<file path="config.mk">
export PLATFORM = sky130hd
export DESIGN_NAME = brg_irq_collect
export DESIGN_NICKNAME = d
export VERILOG_FILES = /design/src/rtl/brg_irq_pkg.sv /design/src/rtl/brg_sticky_w1c.sv /design/src/rtl/brg_sticky_bulk.sv /design/src/rtl/brg_irq_gen.sv /design/src/rtl/brg_irq_collect.sv
export SDC_FILE = /design/constraint.sdc
export NUM_CORES = 1
export LEC_CHECK = 0
export BUFFER_PORTS_ARGS = -buffer_cell sky130_fd_sc_hd__buf_4
export CORE_MARGIN = 2
export CORE_UTILIZATION = 44
export DETAILED_ROUTE_END_ITERATION = 8
export GPL_TIMING_DRIVEN = 0
export PLACE_DENSITY = 0.74
export SYNTH_ARGS = -nofsm -noshare
export SYNTH_HDL_FRONTEND = slang
export SYNTH_SLANG_ARGS = --single-unit
</file>
<file path="constraint.sdc">
create_clock -name clk -period 1.2 [get_ports clk]
set_input_delay 0.24 -clock clk [delete_from_list [all_inputs] [get_ports clk]]
set_output_delay 0.24 -clock clk [all_outputs]
set_load 0.05 [all_outputs]
</file>
<file path="src/rtl/brg_irq_pkg.sv">
// Package: shared sizes and register selects for the bridge interrupt collector.
// Assumes a 16-bit register port split into byte lanes.
package brg_irq_pkg;
    localparam int SEL_W   = 2;
    localparam int DATA_W  = 16;
    localparam int PCI_N   = 4;
    localparam int PCI_LSB = 12;
    localparam int LB_N    = 8;
    localparam int EN_BIT  = 10;

    typedef enum logic [SEL_W-1:0] {
        SEL_PCI  = 2'd0,
        SEL_LB   = 2'd1,
        SEL_CTL  = 2'd2,
        SEL_NONE = 2'd3
    } reg_sel_e;
endpackage

</file>
<file path="src/rtl/brg_sticky_w1c.sv">
// Module: bank of sticky flags, each set by a pulse and cleared by its own clear bit.
// Assumes pulses are one cycle wide; set has priority over clear.
module brg_sticky_w1c #(
    parameter int N = 4
) (
    input  logic         clk,
    input  logic         rst_n,
    input  logic [N-1:0] set_i,
    input  logic [N-1:0] clr_i,
    output logic [N-1:0] flag_o
);
    for (genvar g = 0; g < N; g++) begin : g_bit
        // One flag: reset, then set wins, then per-bit clear.
        always_ff @(posedge clk) begin
            if (!rst_n)
                flag_o[g] <= 1'b0;
            else if (set_i[g])
                flag_o[g] <= 1'b1;
            else if (clr_i[g])
                flag_o[g] <= 1'b0;
        end
    end
endmodule

</file>
<file path="src/rtl/brg_sticky_bulk.sv">
// Module: bank of sticky flags, each set by a pulse, all cleared by one common strobe.
// Assumes pulses are one cycle wide; set has priority over the common clear.
module brg_sticky_bulk #(
    parameter int N = 8
) (
    input  logic         clk,
    input  logic         rst_n,
    input  logic [N-1:0] set_i,
    input  logic         clr_all_i,
    output logic [N-1:0] flag_o
);
    for (genvar g = 0; g < N; g++) begin : g_bit
        // One flag: reset, then set wins, then bulk clear.
        always_ff @(posedge clk) begin
            if (!rst_n)
                flag_o[g] <= 1'b0;
            else if (set_i[g])
                flag_o[g] <= 1'b1;
            else if (clr_all_i)
                flag_o[g] <= 1'b0;
        end
    end
endmodule

</file>
<file path="src/rtl/brg_irq_gen.sv">
// Module: mask and global-enable registers plus the registered interrupt output.
// Assumes flags are already registered; adds one clock of latency to the line.
module brg_irq_gen #(
    parameter int N = 8
) (
    input  logic         clk,
    input  logic         rst_n,
    input  logic         mask_we,
    input  logic [N-1:0] mask_d,
    input  logic         en_we,
    input  logic         en_d,
    input  logic [N-1:0] flags_i,
    output logic [N-1:0] mask_o,
    output logic         en_o,
    output logic         irq_o
);
    logic hit;

    // Mask register, written whole when its lane is strobed.
    always_ff @(posedge clk) begin
        if (!rst_n)
            mask_o <= '0;
        else if (mask_we)
            mask_o <= mask_d;
    end

    // Global enable bit.
    always_ff @(posedge clk) begin
        if (!rst_n)
            en_o <= 1'b0;
        else if (en_we)
            en_o <= en_d;
    end

    // Any enabled flag pending.
    always_comb begin
        hit = |(flags_i & mask_o);
    end

    // Registered interrupt line.
    always_ff @(posedge clk) begin
        if (!rst_n)
            irq_o <= 1'b0;
        else
            irq_o <= en_o & hit;
    end
endmodule

</file>
<file path="src/rtl/brg_irq_collect.sv">
// Module: top of the bridge interrupt collector. Decodes the register port,
// holds the PCI error flags (one-to-clear) and local-bus flags (zero-write clear),
// and drives the interrupt line. Assumes single-cycle register writes.
module brg_irq_collect
    import brg_irq_pkg::*;
#(
    parameter int SW  = SEL_W,
    parameter int DW  = DATA_W,
    parameter int PN  = PCI_N,
    parameter int PL  = PCI_LSB,
    parameter int LN  = LB_N,
    parameter int ENB = EN_BIT
) (
    input  logic          clk,
    input  logic          rst_n,
    input  logic [SW-1:0] reg_sel,
    input  logic          reg_wr,
    input  logic [DW/8-1:0] reg_strb,
    input  logic [DW-1:0] reg_wdata,
    output logic [DW-1:0] reg_rdata,
    input  logic [PN-1:0] pci_err_ev,
    input  logic [LN-1:0] lb_ev,
    output logic          irq_out
);
    localparam int SB = DW / 8;

    logic [PN-1:0] pci_flags;
    logic [PN-1:0] pci_clr;
    logic [LN-1:0] lb_flags;
    logic [LN-1:0] mask_q;
    logic          en_q;
    logic          wr_pci, wr_lb, wr_ctl;
    logic          lb_clr_all, mask_we, en_we;

    // Per-register write decode.
    always_comb begin
        wr_pci = reg_wr && (reg_sel == SW'(SEL_PCI));
        wr_lb  = reg_wr && (reg_sel == SW'(SEL_LB));
        wr_ctl = reg_wr && (reg_sel == SW'(SEL_CTL));
    end

    // One-to-clear bits for the PCI flags, gated by their byte lane.
    always_comb begin
        for (int i = 0; i < PN; i++)
            pci_clr[i] = wr_pci && reg_strb[(PL+i)/8] && reg_wdata[PL+i];
    end

    // Zero-write clear of the local-bus byte, mask and enable write strobes.
    always_comb begin
        lb_clr_all = wr_lb && reg_strb[0] && (reg_wdata[LN-1:0] == '0);
        mask_we    = wr_lb && reg_strb[SB-1];
        en_we      = wr_ctl && reg_strb[ENB/8];
    end

    brg_sticky_w1c #(.N(PN)) u_pci (
        .clk    (clk),
        .rst_n  (rst_n),
        .set_i  (pci_err_ev),
        .clr_i  (pci_clr),
        .flag_o (pci_flags)
    );

    brg_sticky_bulk #(.N(LN)) u_lb (
        .clk       (clk),
        .rst_n     (rst_n),
        .set_i     (lb_ev),
        .clr_all_i (lb_clr_all),
        .flag_o    (lb_flags)
    );

    brg_irq_gen #(.N(LN)) u_irq (
        .clk     (clk),
        .rst_n   (rst_n),
        .mask_we (mask_we),
        .mask_d  (reg_wdata[DW-1 -: LN]),
        .en_we   (en_we),
        .en_d    (reg_wdata[ENB]),
        .flags_i (lb_flags),
        .mask_o  (mask_q),
        .en_o    (en_q),
        .irq_o   (irq_out)
    );

    // Read multiplexer for the selected register.
    always_comb begin
        reg_rdata = '0;
        case (reg_sel)
            SW'(SEL_PCI): reg_rdata[PL +: PN] = pci_flags;
            SW'(SEL_LB): begin
                reg_rdata[LN-1:0]      = lb_flags;
                reg_rdata[DW-1 -: LN]  = mask_q;
            end
            SW'(SEL_CTL): reg_rdata[ENB] = en_q;
            default: reg_rdata = '0;
        endcase
    end
endmodule

</file>
# Word level (Yosys, flattened, before mapping)

Cells that the tools add are included.
W data, S select, Z words.

$add $sub $neg: 0
Multiply operators: 0
Divide/modulo/power cells: 0
$lt $le $gt $ge: 0
Equality and inequality tests: 2
Shifts and indexed selects: 0
Mux-type cells: 21
Bitwise operators: 2
Reductions and logical operators: 27

Operators by type and width:

| cell                 | count |
|---|---|
| $reduce_bool A2 Y1   | 12 |
| $mux W1              | 18 |
| $logic_and A1 B1 Y1  | 12 |
| $mux W10             | 1 |
| $and A8 B8 Y8        | 1 |
| $logic_not A8 Y1     | 1 |
| $pmux W4 S2          | 1 |
| $reduce_or A8 Y1     | 1 |
| $eq A2 B1 Y1 const B | 1 |
| $eq A2 B2 Y1 const B | 1 |
| $logic_not A2 Y1     | 1 |
| $pmux W1 S2          | 1 |
| $and A1 B1 Y1        | 1 |

Register bits after elaboration: 22
Latch bits: 0
RAM bits: 0
ROM bits: 0
Output and inout port bits: 17
Word-level logic and storage cells: 67
Memories: 0

# Depth between registers and ports, before layout

Gate-level depths: netlist of the first run.

Depth in word-level cells: 6
Depth in mapped cells: 6
Gate-level depth less buffers: 5

# Cells and area by module

A second synthesis of the first run with hierarchy kept.

Cells, all modules: 107
Area total of the unflattened synthesis: 1092.3 um^2

By module, submodules not included:

| module          | times used | cells each | area each (um^2) | seq. area each (um^2) |
|---|---|---|---|---|
| brg_irq_gen     | 1          | 35         | 400.4            | 200.2 |
| brg_sticky_bulk | 1          | 25         | 275.3            | 160.2 |
| brg_irq_collect | 1          | 35         | 251.5            | 0.0 |
| brg_sticky_w1c  | 1          | 12         | 165.2            | 80.1 |

# Worst setup path after synthesis of the first run

No wires, ideal clock.

Path kind: input-to-output
From: input reg_sel[1]
To: output reg_rdata[10]
Arrival time: 1.378 ns
Data required time: 0.960 ns
Slack: -0.418 ns
Stages: 5
Buffers on the path: 1
Cells stage by stage: inv_1 -> ha_1 -> buf_2 -> a22oi_1 -> nor2b_1

Word-level cells in the longest chain between the ends: 2

Ends and longest elaborated chain:

| element                                             | line                  | source |
|---|---|---|
| from (decl)                                         | brg_irq_collect.sv:16 | `input logic [SW-1:0] reg_sel,` |
| $eq A2 B2 Y1 / $eq A2 B1 Y1 (equally long branches) | brg_irq_collect.sv:87 | `case (reg_sel)` |
| $pmux W1 S2 *                                       | brg_irq_collect.sv:87 |  |
| to (decl)                                           | brg_irq_collect.sv:20 | `output logic [DW-1:0] reg_rdata,` |

Mark *: on every way between the ends. The rest lies on a longest branch, timed or not.

# Final worst setup path of the first run

From: input reg_sel[1]
To: output reg_rdata[1]

Word-level cells in the longest chain between the ends: 2

Ends and longest elaborated chain:

| element      | line |
|---|---|
| $eq A2 B1 Y1 | brg_irq_collect.sv:87 |
| $mux W10     | brg_irq_collect.sv:87 |

Every way passes these cells.

==> impl_metrics.yaml, run 1 <==
status:
  outcome: "finished, violations left"
  violations: "setup timing"
synthesis:
  syn_nets: 154
  synth_edf_count: 0
  synth_flop_cell: "dfxtp_1"
  yosysMostFrequentCell: "dfxtp_1"
  ys_ff_latch: 22
  yosys_warnings: 0
  synthCells: 116
  synth_top_cell_area_share_pct: 42.3
  syn_avg_cell_area_um2: 8.97
  synth_area_um2: 1040
  synthTopCellsByCount: "dfxtp_1, o21ai_0, and2_1"
  synthTopCellsByArea: "dfxtp_1, mux2i_1, and2_1, nor2b_1, o21ai_0"
  ys_types: 23
  async_flop_share_pct: 0
  synth.largest_area_cell: "dfxtp_1"
  yosysSeqAreaShare_pct: 42.3
final_layout:
  area_growth_pct: 74.5
  n_antenna_cell: 0
  stdcell_area_um2: 1820
  final_util_pct: 81.3
  final_nets: 217
  drive_gt1_share_pct: 55.6
clock_tree:
  numCtsBuffers: 3
  cts_root_buf: "clkbuf_4"
  cts_tree: "done"
  cts_sinks: 22
  clk_pin_slew_worst_paths_ns: 0.12
  clock_path_buffers: 2
  clk_latency_ns: 0.32
  postCtsHoldBufs: 0
  cts_max_level: 1
timing:
  period_share_pct: 110
  slew_violations: 0
  fin_ws_ns: -0.122
  fin_setup_tns_ns: -1.44
  whs_ns: 0.105
  fmax_ghz: 0.757
  fin_skew_ns: 0.0104
  tightest_slew_ns: 0.388
  rsz0062_at_grt: "true"
  hold_violations: 0
  timing.slew.headroom_pct: 74.2
  timing.final.crit_period_ns: 1.32
  setup_viol: 15
global_route:
  grt_pass1_wl_um: 4790
  grt_overflow: 0
  first_global_vias: 1108
  grt_use_total_pct: 23.3
  antenna_found_initial: 0
  grt_max_degree: 14
run:
  cap_violations: 0
critical_path:
  critPathRequiredTime_ns: 0.96
  cp.arrival_ns: 1.08
  cp-start-kind: "primary input"
  r2r_slack_ns: 0.28
  critPathKind: "primary input to output port"
  critPathMaxFanout: 5
  end_kind: "output port"
detailed_routing:
  ant_nets: 0
  drt_iter0_markers: 16
  wl_per_cell_um: 14.3
  vias: 1091
  drc_errors: 0
  drtPass1Iterations: 4
  drt-total-wl_um: 2950
  viasPerCell: 5.30
placed_design:
  place_hpwl_um: 2060
  place_ws_ns: -0.276
  io_buffers: 51
  place_area_um2: 1510
  gp_congestion: 0.744
floorplan:
  fp.dieW_um: 52.6
  initial_utilization_pct: 46.6
  num_io_pins: 52
  die_area_um2: 2770
  core_um2: 2230
  die_h_um: 52.6
  rows: 17
power_and_ir_drop:
  ir_worst_vdd_uv: 1180
  p_leak_nw: 0.856
  pwr_density_cell_nw_per_um2: 962
hold_path:
  hold_path_class: "primary input to flip-flop"
## layout make-up
class	instances	area [um2]
plain buffers	5	47.5
clock buffers	3	22.5
clock inverters	1	30.0
fillers	144	417
inverters	6	25.0
multi-input cells	83	641
flip-flops and latches	22	455
well taps	28	35.0
repair buffers	58	561
## through the flow
stage | cells | power, mW
floorplan | 116 | 0.966
global placement | 195 | 1.10
detailed placement | 195 | 1.11
CTS | 206 | 1.74
global route | 206 | 1.82
finish | 206 | 1.75
## timing repair
item | CTS | global route
gates resized for setup | 45 | 12
gates cloned | 2 | 0
setup buffers | 5 | 0
endpoints found under the setup margin | 16 | 18
pin swaps | 6 | 2
## where the power goes
group / switching, mW / internal [mW] / total (mW)
logic: 0.170 / 0.201 / 0.370
registers: 0.0260 / 0.770 / 0.796
clock network: 0.243 / 0.338 / 0.581
total: 0.439 / 1.31 / 1.75
## final timing paths
check / cells past startpoint / to / startpoint
worst max register to register: 3 / u_irq.irq_o / u_irq.mask_o[2]
worst max-delay path: 7 / reg_rdata[1] / reg_sel[1]
worst min-delay path: 2 / u_pci.flag_o[1] / reg_wdata[13]
worst min register to register: 2 / u_irq.irq_o / u_irq.en_o
## metal layers
layer	vias to the layer above	wire length, um	share of wire [%]	GRT usage, %
met3	4	138	4.7	2.29
li1	532	-	-	-
met2	36	1590	54	43.8
met5	-	0	0	0
met4	0	27	0.91	6.41
met1	519	1200	40	27.5
## worst max-delay path: stages
cell       delay (ns)
buf_8            0.08
inv_4            0.03
ha_4             0.15
buf_6            0.13
clkbuf_16        0.14
and2_4           0.16
buf_8            0.14
## logic make-up after synthesis
family | Yosys count | synth area share (%)
flops | 22 | 42.3
mux | 9 | 8.65
simple gates | 37 | 21.5
buf+inv | 11 | 4.09
fa+ha+maj | 3 | 3.61
compound gates | 34 | 19.8
## state kept, by name, indices dropped and copies added, names as in the netlist
signal	cells
u_irq.en_o	1
u_irq.irq_o	1
u_irq.mask_o	8
u_lb.flag_o	8
u_pci.flag_o	4
## placed cells by master, fill, tap and decap left out, types with 2 or more instances in the layout
master    synthesis  routed
a31oi_1           4       4
mux2i_1           9       9
clkbuf_1          4       3
a22o_2            0       2
clkbuf_4          0       3
nor2b_1          10       9
inv_1             6       5
dfxtp_1          22      10
nor2_1            8       8
buf_8             0      15
buf_4             0      38
and2_4            0      11
buf_6             0       5
a22oi_1           5       4
a22o_4            0       2
dfxtp_2           0      12
o21ai_0          12      12
a21oi_1           8       8
No activity file was read; power rests on OpenSTA's default activity.
==> run 2, diff against run 1 <==
- CORE_MARGIN: 2 -> 3
==> run 2 against run 1 <==
- the flow still finishes with violations (setup timing)
- fmax decreased by 1.9%
- die area up 7.7%
- core utilization up 5.1 points
- clock power fell by 27%
- power decreased by 8.5%
- routed wire length is 19% higher
- worst hold slack worse by 0.010 ns
- register-to-register slack lost 0.09 ns
- clock skew shrank 0.0060 ns
- combinational power grew 3%
==> impl_metrics.yaml, run 2 (synthesis gave the netlist of run 1 again) <==
timing:
  fin_setup_tns_ns: -1.69
  fmax_ghz: 0.742
  timing.slew.headroom_pct: 71.2
  timing.final.crit_period_ns: 1.35
  tightest_slew_ns: 0.432
  fin_skew_ns: 0.00444
  setup_viol: 16
  slew_violations: 0
  hold_violations: 0
  fin_ws_ns: -0.147
  rsz0062_at_grt: "true"
  period_share_pct: 112
critical_path:
  cp-start-kind: "primary input"
  end_kind: "output port"
  cp.arrival_ns: 1.11
  worst-path-buf-inv: 4
  r2r_cells: 4
  path_delay_family: "buffers and inverters"
  path_depth: 7
  cp_common_cell: "buf_6"
  startpoint: "reg_sel[1]"
  r2r-start: "u_irq.mask_o[2]"
  critPathKind: "primary input to output port"
  critPathRequiredTime_ns: 0.96
  path_cells: "buf_8 > inv_6 > ha_4 > buf_6 > a22oi_2 > nor2b_4 > buf_6"
  critical-path-max-stage-delay_ns: 0.24
  critPathMaxFanout: 5
  cpMaxStageDelayCell: "a22oi_2"
status:
  outcome: "finished, violations left"
  violations: "setup timing"
global_route:
  grt_overflow: 0
  grt_use_total_pct: 25.2
  first_global_vias: 1149
  grt_pass1_wl_um: 5230
  antenna_found_initial: 0
  grt_max_degree: 13
placed_design:
  place_ws_ns: -0.289
  gp_congestion: 0.736
  place_area_um2: 1510
  io_buffers: 51
  place_hpwl_um: 2110
power_and_ir_drop:
  p_leak_nw: 0.864
  pwr_density_cell_nw_per_um2: 879
  ir_worst_vdd_uv: 978
detailed_routing:
  drt_iter0_markers: 12
  vias: 1132
  wl_met1_um: 1420
  drtPass1Iterations: 4
  drc_errors: 0
  viasPerCell: 5.42
  ant_nets: 0
  wl_per_cell_um: 16.8
  wl_met2_um: 1820
  dr_wl_met3_um: 161
  highest_layer: "met4"
  drt-total-wl_um: 3520
floorplan:
  fp.dieW_um: 54.6
  num_io_pins: 52
  core_um2: 2100
  die_area_um2: 2990
  initial_utilization_pct: 49.5
  rows: 16
  die_h_um: 54.6
final_layout:
  stdcell_area_um2: 1820
  area_growth_pct: 74.6
  final_common_cell: "buf_4"
  drive_gt1_share_pct: 55.5
  reg.largest.list: "u_irq.mask_o (8), u_lb.flag_o (8), u_pci.flag_o (4)"
  final_cell_mix: "buf_4, buf_8, o21ai_0, dfxtp_1, and2_4"
  final_nets: 221
  n_antenna_cell: 0
run:
  cap_violations: 0
clock_tree:
  cts_tree: "done"
  cts_sinks: 22
  cts_root_buf: "clkbuf_4"
  numCtsBuffers: 3
  cts_max_level: 1
  clk_latency_ns: 0.31
  clock_path_buffers: 2
  clk_pin_slew_worst_paths_ns: 0.13
hold_path:
  hp-start: "reg_wdata[15]"
  hold_path_class: "primary input to flip-flop"
  holdPathStages: 2
[run 2: changes by cell type in the layout (fill, tap and decap cells not counted), sizes merged]
cell    delta
buf        +4
bufinv     -1
clkbuf     +1
[run 2: per-layer routing]
layer	vias up	global-route usage [%]
li1	541	-
met1	532	29.7
met2	47	44.1
met3	12	3.54
met4	0	12.0
met5	-	0
[run 2: where the power goes]
group | internal, mW | switching, mW
Clock | 0.185 | 0.238
Sequential | 0.768 | 0.0258
Combinational | 0.202 | 0.179
Total | 1.16 | 0.442
[run 2: path summary, 6_finish.rpt]
| path | to | slack (ns) |
|---|---|---|
| worst max-delay path | reg_rdata[10] | -0.15 |
| worst min-delay path | u_pci.flag_o[3] | 0.09 |
| worst max register to register | u_irq.irq_o | 0.19 |
| worst min register to register | u_pci.flag_o[0] | 0.55 |
[run 2: final cells by class]
class | instances | area (um2)
repair buffers | 62 | 587
multi-input cells | 83 | 633
flip-flops and latches | 22 | 453
well taps | 27 | 33.8
plain buffers | 5 | 47.5
fillers | 126 | 284
inverters | 6 | 27.5
clock buffers | 4 | 36.3
[run 2: worst reg2reg max path, cell delays in order (launching register included)]
cell and delay, ns:
dfxtp_2 0.35, buf_4 0.12, buf_4 0.13, a22oi_1 0.18, a41oi_1 0.12
[run 2: stage by stage]
step	hold WS (ns)	cells	utilization [%]	power (mW)
floorplan	0.341	116	-	0.966
global placement	0.438	194	71.8	1.10
detailed placement	0.441	194	71.8	1.11
CTS	0.112	207	84.2	1.56
global route	0.0819	209	86.5	1.66
finish	0.0947	209	86.5	1.60
[run 2: what timing repair did]
item,CTS,global route
hold buffers,0,0
pin swaps,4,2
buffers inserted,7,2
gates resized for setup,43,11
setup endpoints to repair,16,21
cloned,2,0
